===== config.mk =====
export PLATFORM = sky130hd
export DESIGN_NAME = fp_issue_ctrl
export DESIGN_NICKNAME = d
export VERILOG_FILES = /design/src/rtl/fp_issue_pkg.sv /design/src/rtl/fp_pend_table.sv /design/src/rtl/fp_wb_reserve.sv /design/src/rtl/fp_div_track.sv /design/src/rtl/fp_issue_ctrl.sv
export SDC_FILE = /design/constraint.sdc
export NUM_CORES = 1
export LEC_CHECK = 0
export BUFFER_PORTS_ARGS = -buffer_cell sky130_fd_sc_hd__buf_2
export CAP_MARGIN = 20
export CORE_MARGIN = 2
export CORE_UTILIZATION = 25
export DETAILED_ROUTE_END_ITERATION = 8
export SKIP_CTS_REPAIR_TIMING = 1
export SYNTH_ARGS = -nofsm -noshare
export SYNTH_HDL_FRONTEND = slang
export SYNTH_SLANG_ARGS = --single-unit

===== constraint.sdc =====
create_clock -name clk_i -period 10.8 [get_ports clk_i]
set_input_delay 3.24 -clock clk_i [delete_from_list [all_inputs] [get_ports clk_i]]
set_output_delay 3.24 -clock clk_i [all_outputs]
set_load 0.05 [all_outputs]

===== src/rtl/fp_issue_pkg.sv =====
package fp_issue_pkg;
  typedef enum logic [1:0] {
    UNIT_INT = 2'd0,
    UNIT_ADD = 2'd1,
    UNIT_MUL = 2'd2,
    UNIT_DIV = 2'd3
  } unit_e;
endpackage


===== src/rtl/fp_pend_table.sv =====
module fp_pend_table #(
  parameter int unsigned NUM_REGS = 32,
  parameter int unsigned CW       = 5,
  localparam int unsigned RW      = $clog2(NUM_REGS)
) (
  input  logic          clk_i,
  input  logic          rst_ni,
  input  logic          set_i,
  input  logic [RW-1:0] set_idx_i,
  input  logic [CW-1:0] set_val_i,
  input  logic [RW-1:0] rd_a_idx_i,
  input  logic [RW-1:0] rd_b_idx_i,
  input  logic [RW-1:0] rd_d_idx_i,
  output logic [CW-1:0] rd_a_cnt_o,
  output logic [CW-1:0] rd_b_cnt_o,
  output logic [CW-1:0] rd_d_cnt_o
);
  logic [CW-1:0] cnt_q [NUM_REGS];

  for (genvar r = 0; r < NUM_REGS; r++) begin : g_reg
    always_ff @(posedge clk_i or negedge rst_ni) begin
      if (!rst_ni) begin
        cnt_q[r] <= '0;
      end else if (set_i && set_idx_i == RW'(r)) begin
        cnt_q[r] <= set_val_i;
      end else if (cnt_q[r] != '0) begin
        cnt_q[r] <= cnt_q[r] - 1'b1;
      end
    end
  end

  assign rd_a_cnt_o = cnt_q[rd_a_idx_i];
  assign rd_b_cnt_o = cnt_q[rd_b_idx_i];
  assign rd_d_cnt_o = cnt_q[rd_d_idx_i];
endmodule


===== src/rtl/fp_wb_reserve.sv =====
module fp_wb_reserve #(
  parameter int unsigned DEPTH = 24,
  parameter int unsigned CW    = 5
) (
  input  logic          clk_i,
  input  logic          rst_ni,
  input  logic          claim_i,
  input  logic [CW-1:0] claim_lat_i,
  input  logic [CW-1:0] query_lat_i,
  output logic          conflict_o
);
  // slot_q[k] set: port is taken k cycles from now
  logic [DEPTH:1] slot_q, slot_d;

  for (genvar k = 1; k <= DEPTH; k++) begin : g_slot
    logic shift_in;
    if (k < DEPTH) begin : g_mid
      assign shift_in = slot_q[k+1];
    end else begin : g_top
      assign shift_in = 1'b0;
    end
    assign slot_d[k] = shift_in | (claim_i && (32'(claim_lat_i) == k + 1));
  end

  always_ff @(posedge clk_i or negedge rst_ni) begin
    if (!rst_ni) slot_q <= '0;
    else         slot_q <= slot_d;
  end

  always_comb begin
    conflict_o = 1'b0;
    for (int k = 1; k <= DEPTH; k++) begin
      if (32'(query_lat_i) == k) conflict_o = slot_q[k];
    end
  end
endmodule


===== src/rtl/fp_div_track.sv =====
module fp_div_track #(
  parameter int unsigned LAT = 24,
  parameter int unsigned CW  = 5
) (
  input  logic clk_i,
  input  logic rst_ni,
  input  logic start_i,
  output logic busy_o
);
  logic [CW-1:0] left_q;

  always_ff @(posedge clk_i or negedge rst_ni) begin
    if (!rst_ni)             left_q <= '0;
    else if (start_i)        left_q <= CW'(LAT);
    else if (left_q != '0)   left_q <= left_q - 1'b1;
  end

  assign busy_o = (left_q != '0);
endmodule


===== src/rtl/fp_issue_ctrl.sv =====
module fp_issue_ctrl
  import fp_issue_pkg::*;
#(
  parameter int unsigned NUM_REGS = 32,
  parameter int unsigned INT_LAT  = 1,
  parameter int unsigned ADD_LAT  = 4,
  parameter int unsigned MUL_LAT  = 7,
  parameter int unsigned DIV_LAT  = 24,
  localparam int unsigned RW      = $clog2(NUM_REGS)
) (
  input  logic          clk_i,
  input  logic          rst_ni,
  input  logic          valid_i,
  input  logic [1:0]    unit_i,
  input  logic [RW-1:0] dst_i,
  input  logic          dst_vld_i,
  input  logic [RW-1:0] src1_i,
  input  logic          src1_vld_i,
  input  logic [RW-1:0] src2_i,
  input  logic          src2_vld_i,
  output logic          stall_o,
  output logic          issue_o
);
  localparam int unsigned MAX_AM  = (ADD_LAT > MUL_LAT) ? ADD_LAT : MUL_LAT;
  localparam int unsigned MAX_ID  = (INT_LAT > DIV_LAT) ? INT_LAT : DIV_LAT;
  localparam int unsigned MAX_LAT = (MAX_AM > MAX_ID) ? MAX_AM : MAX_ID;
  localparam int unsigned CW      = $clog2(MAX_LAT + 1);

  unit_e         unit;
  logic [CW-1:0] lat;
  logic [CW-1:0] s1_cnt, s2_cnt, d_cnt;
  logic          wb_clash, div_busy;
  logic          raw_hz, waw_hz, wb_hz, div_hz;

  assign unit = unit_e'(unit_i);

  always_comb begin
    unique case (unit)
      UNIT_INT: lat = CW'(INT_LAT);
      UNIT_ADD: lat = CW'(ADD_LAT);
      UNIT_MUL: lat = CW'(MUL_LAT);
      default:  lat = CW'(DIV_LAT);
    endcase
  end

  fp_pend_table #(.NUM_REGS(NUM_REGS), .CW(CW)) i_pend (
    .clk_i      (clk_i),
    .rst_ni     (rst_ni),
    .set_i      (issue_o && dst_vld_i),
    .set_idx_i  (dst_i),
    .set_val_i  (lat),
    .rd_a_idx_i (src1_i),
    .rd_b_idx_i (src2_i),
    .rd_d_idx_i (dst_i),
    .rd_a_cnt_o (s1_cnt),
    .rd_b_cnt_o (s2_cnt),
    .rd_d_cnt_o (d_cnt)
  );

  fp_wb_reserve #(.DEPTH(MAX_LAT), .CW(CW)) i_wb (
    .clk_i       (clk_i),
    .rst_ni      (rst_ni),
    .claim_i     (issue_o && dst_vld_i),
    .claim_lat_i (lat),
    .query_lat_i (lat),
    .conflict_o  (wb_clash)
  );

  fp_div_track #(.LAT(DIV_LAT), .CW(CW)) i_div (
    .clk_i   (clk_i),
    .rst_ni  (rst_ni),
    .start_i (issue_o && unit == UNIT_DIV),
    .busy_o  (div_busy)
  );

  assign raw_hz = (src1_vld_i && s1_cnt != '0) || (src2_vld_i && s2_cnt != '0);
  // younger write must land strictly after the older one
  assign waw_hz = dst_vld_i && (d_cnt > lat);
  assign wb_hz  = dst_vld_i && wb_clash;
  assign div_hz = (unit == UNIT_DIV) && div_busy;

  assign stall_o = valid_i && (raw_hz || waw_hz || wb_hz || div_hz);
  assign issue_o = valid_i && !stall_o;
endmodule


Word level (Yosys, flattened, before mapping). Index checks and enable logic that the tools add are counted.

Register bits after elaboration: 189. Output and inout bits: 2.

$lt $le $gt $ge: 4. Muxes and demuxes: 100. Bitwise gates (word level): 26. $add $sub $neg: 33. Reduce and logical (&&, ||, !) cells: 140. Equality and inequality tests: 59.

Operators by type and width (number): 5-bit two-way mux (72); 5-bit nonzero test (35); 5-bit by 1-bit subtractor with 5-bit output, second input constant (33); 5-bit == test, second input constant (26); 5-bit by 4-bit == test with 1-bit output, second input constant (16); 5-bit binary-select mux with 5-bit select (3); 2-bit nonzero test (33); 1-bit logical AND (65); 5-bit by 3-bit == test with 1-bit output, second input constant (8); 1-bit two-way mux (24); 1-bit bitwise OR (23); 5-bit by 2-bit == test with 1-bit output, second input constant (4); 6-bit greater-or-equal comparator, second input constant (3); 5-bit inverter with 6-bit output (3); 5-bit case mux with 3 select lines (1); 5-bit by 1-bit == test with 1-bit output, second input constant (2); 5-bit greater-than comparator (1); 5-bit logical NOT (1); 2-bit == test, second input constant (2); 1-bit logical OR (4); 2-bit by 1-bit == test with 1-bit output, second input constant (1); 2-bit logical NOT (1); 1-bit logical NOT (1).

Depth between registers and ports, before layout.
Depth after elaboration: 36. Gate-level depth with buffers: 16. Depth with buffers taken out: 13.

Modules after synthesis. From an unflattened synthesis, not the netlist that was laid out.

Cell total of the unflattened synthesis: 1302. Area, all modules: 14676.6 um^2.

Modules (own cells, without submodules): fp_pend_table (cells an instance 1111, instances 1, area an instance 12809.8 um^2); fp_wb_reserve (cells an instance 133, instances 1, area an instance 1345.0 um^2); fp_issue_ctrl (cells an instance 34, instances 1, area an instance 261.5 um^2); fp_div_track (cells an instance 24, instances 1, area an instance 260.2 um^2).

Worst setup path after synthesis. OpenSTA, ideal clock, no wires.

Path kind: input to output. Start point: input dst_i[0]. End point: output issue_o. Data arrival time: 7.154 ns. Cell stages on the path: 13. Path slack: 0.406 ns. Buffers on the path: 2. Cell sequence: clkbuf_1 buf_1 mux4_2 mux4_2 mux2_2 ha_1 nor2b_1 o21a_1 o21a_1 o21ai_0 a21oi_1 nor4_2 and2_1.

Cells in the longest elaborated chain, start to end: 12.

RTL lines: start: declaration (RTL line fp_issue_ctrl.sv:15) `input logic [RW-1:0] dst_i,`; 5-bit inverter with 6-bit output (implied by the code) (RTL line fp_pend_table.sv:34) `assign rd_d_cnt_o = cnt_q[rd_d_idx_i];`; 5-bit binary-select mux with 5-bit select (RTL line fp_pend_table.sv:34); 5-bit two-way mux (implied by the code) (2 in series) (RTL line fp_pend_table.sv:34); 5-bit greater-than comparator (RTL line fp_issue_ctrl.sv:78) `assign waw_hz = dst_vld_i && (d_cnt > lat);`; 1-bit logical AND (RTL line fp_issue_ctrl.sv:78); 1-bit logical OR (3 in series) (RTL line fp_issue_ctrl.sv:82) `assign stall_o = valid_i && (raw_hz || waw_hz || wb_hz || div_hz);`; 1-bit logical AND (RTL line fp_issue_ctrl.sv:82); 1-bit logical NOT (RTL line fp_issue_ctrl.sv:83) `assign issue_o = valid_i && !stall_o;`; 1-bit logical AND (RTL line fp_issue_ctrl.sv:83); end: declaration (RTL line fp_issue_ctrl.sv:22) `output logic issue_o`.

Every way passes these cells. The select of a mux whose other input is x is not followed.

Worst setup path in the final report. Same ends and word-level chain as after synthesis.

==> metrics.txt <==
outcome=finished, final reports clean; Antenna Violating Nets Remaining=0; layout cells sized above 1=11.5%; I/O Pins=25; Synth Register Bits=approximately 190; CTS tree=built; xor/xnor share of the synthesized area=around 5.9%; antenna violations before repair=4; cells after synthesis=approximately 1,300; setup TNS=0 ns; row count=85; mapped cell area=about 0.013 sq mm; DRT iter0 DRCs=about 820; wl on met1=around 16 mm; total CTS buffers=17; Lkg Pwr=6.22 nW; Max rail drop VDD=roughly 0.14 mV; first-pass iteration count of the detailed router=5; highest routed layer=met5; Final Hold Fails=0; critical path required time=between 7 and 8 ns; chip width=236 um; largest net degree at the start of global routing=~110; global router's overall resource usage=between 10% and 20%; Crit path arrival time=7.18 ns; DRC=0; period utilisation layout=a little under 100%; DR vias/cell=5.18; Port Buffer Count=24; sequential area share after synthesis=a little over a third; normalized max-slew margin=roughly a third; H-tree depth=4; share of async-settable or async-resettable flops after synthesis=between 90% and 100%; Setup crit start kind=input port; Post-synth EDFFs=0; max incr delay on CP=approximately 0.57 ns; simple-gate share of the synthesized area=about 17%; wire length on met3=2.36 mm; largest family of logic cells by synthesized area=multiplexers; Final #Nets=~1,400; clock-pin slew on the worst setup and hold paths=0.08 ns; worst skew pair latency=between 0.4 and 0.5 ns; Worst Hold Class=flip-flop to flip-flop; hpwl dp=approximately 27 mm; die area=around 0.056 sq mm; Max Cap Viol=0; Yosys cell types=69; Critical Path Fanout Max=23; CTS Buffer Depth=2; Avg WL per Cell=approximately 19 um; RSZ-0062 raised after global routing=no; CTS root buf=clkbuf_16; Final min period=about 10 ns; setup slack at placement=around 0.38 ns; gr ovfl total=0; Post-Syn Area per Cell=10.2 sq um; compound-cell area share of the yosys netlist=roughly 6.2%; Sink Count=roughly 190; worst-path cell chain=buf_2 > buf_4 > mux4_2 > mux4_2 > mux2_2 > ha_1 > nor2b_1 > o21a_1 > o21a_1 > o21ai_0 > a21oi_1 > nor4_2 > buf_4 > and2_1 > buf_2; Final WS setup=between 0.3 and 0.4 ns; first-pass GRT wire length=59.1 mm; routed wl met2=between 15 and 20 mm; starting density of the core=approximately a quarter; Core ar.=around 0.053 sq mm; placer congestion estimate=around 0.94; maximum clock rate=between 90 and 100 MHz; Worst setup EP type=output port; Vias=between 10,000 and 15,000; final wirelength=about 38 mm; critical path's slowest cell=buf_2; ys flop type=dfrtp_1; final slew viol count=0; Final Power=between 3 and 4 mW; Die H=236 um; Slew @ Worst Pin=around 1 ns; P per Cell Area=between 200 and 300 mW/mm^2; Synthesis Warnings=0; Crit Path Class=input port to output port; Adder-Cell Fraction of Synth Area=approximately 7%; Net Count, Synth=1,416; setup violators final=0; vias in the first global route=10,200; Area growth syn-to-layout=8.77%; clock skew=roughly 0.022 ns; mux cell area share after synthesis=about 22%
## path summary, 6_finish.rpt
check / end / start / slack [ns] / cells after the start
worst max-delay path: issue_o / dst_i[0] / 0.38 / 15
worst min-delay path: i_wb.slot_q[21] / i_wb.slot_q[22] / 0.35 / 0
worst max register to register: i_pend.cnt_q[42] / i_pend.cnt_q[31] / 6.50 / 13
worst min register to register: i_wb.slot_q[21] / i_wb.slot_q[22] / 0.35 / 0
max in group asynchronous: i_pend.cnt_q[96] / rst_ni / 6.68 / 3
min in group asynchronous: i_pend.cnt_q[132] / rst_ni / 2.91 / 1
## power breakdown
| part | total [mW] | internal, mW | switching [mW] |
|---|---|---|---|
| Combinational | 1.76 | 0.867 | 0.894 |
| Sequential | 1.60 | 1.05 | 0.550 |
| Clock | 0.631 | 0.310 | 0.321 |
## through the flow
step	cells	util (%)	instance area [sq um]	hold WS (ns)
after floorplan	1316	-	13500	0.331
after global placement	1971	26.3	14000	0.332
after detailed placement	1971	26.3	14000	0.336
after CTS	2003	27.3	14600	0.351
after global routing	2006	27.4	14600	0.362
final	2007	27.4	14600	0.348
## placed cells by master (no fill, tap or decap), types with 23 or more instances in the layout
cell     instances
a21oi_1         45
buf_2           23
dfrtp_1        189
ha_1            77
inv_1           77
mux2i_1        174
mux4_2          52
nand2_1        155
nor2_1          68
nor3_1         103
o21ai_0         33
xnor2_1         40
xor2_1          51
## synthesized netlist by cell type, types with 9 or more instances
| master | n | area, sq um |
|---|---|---|
| nor3b_1 | 13 | 97.6 |
| mux2i_1 | 174 | 1740 |
| buf_4 | 18 | 135 |
| inv_1 | 78 | 293 |
| nand2_1 | 155 | 582 |
| xnor2_1 | 40 | 350 |
| and4b_1 | 22 | 220 |
| o21ai_0 | 33 | 165 |
| a32oi_1 | 9 | 78.8 |
| nand3_1 | 10 | 50.1 |
| xor2_1 | 51 | 447 |
| mux4_2 | 52 | 1170 |
| nor2_1 | 68 | 255 |
| ha_1 | 77 | 963 |
| a21oi_1 | 45 | 225 |
| nand3b_1 | 11 | 82.6 |
| dfrtp_1 | 189 | 4730 |
| clkbuf_1 | 26 | 97.6 |
| nor3_1 | 103 | 515 |
| buf_6 | 18 | 203 |
## metal layers
| metal | global-route usage (%) | up-vias |
|---|---|---|
| li1 | - | 4661 |
| met5 | 0 | - |
| met2 | 22.2 | 409 |
| met1 | 17.1 | 5194 |
| met4 | 5.67 | 2 |
| met3 | 2.95 | 121 |
## critical path: cells and delay by family
kind                     cells  cell delay [ns]
adder cells (fa/ha/maj)      1             0.31
buffers and inverters        4             1.39
AND/OR/NAND/NOR              3             0.47
multiplexers                 3             1.11
AO/OA/AOI/OAI                4             0.62
## state kept, by name, indices dropped and copies added (netlist names)
| signal | cells |
|---|---|
| i_wb.slot_q | 24 |
| i_div.left_q | 5 |
| i_pend.cnt_q | 160 |
## final cells by class
type / instances / area (sq um)
Inverter: 79 / 297
Tap cell: 696 / 871
Fill cell: 5556 / 38900
Timing Repair Buffer: 37 / 259
Clock buffer: 18 / 439
Antenna cell: 3 / 7.51
Clock inverter: 14 / 121
Sequential cell: 189 / 4730
Multi-Input combinational cell: 971 / 7920
## logic make-up (layout without fill, tap and decap cells)
logic type / after synthesis / after routing
AO/OA/AOI/OAI: 131 / 131
XOR/XNOR: 91 / 91
adder cells (fa/ha/maj): 77 / 77
buffers and inverters: 156 / 148
flip-flops: 189 / 189
multiplexers: 233 / 233
other: 0 / 3
AND/OR/NAND/NOR: 439 / 439
Note: power is estimated with default switching activity, not from simulation.
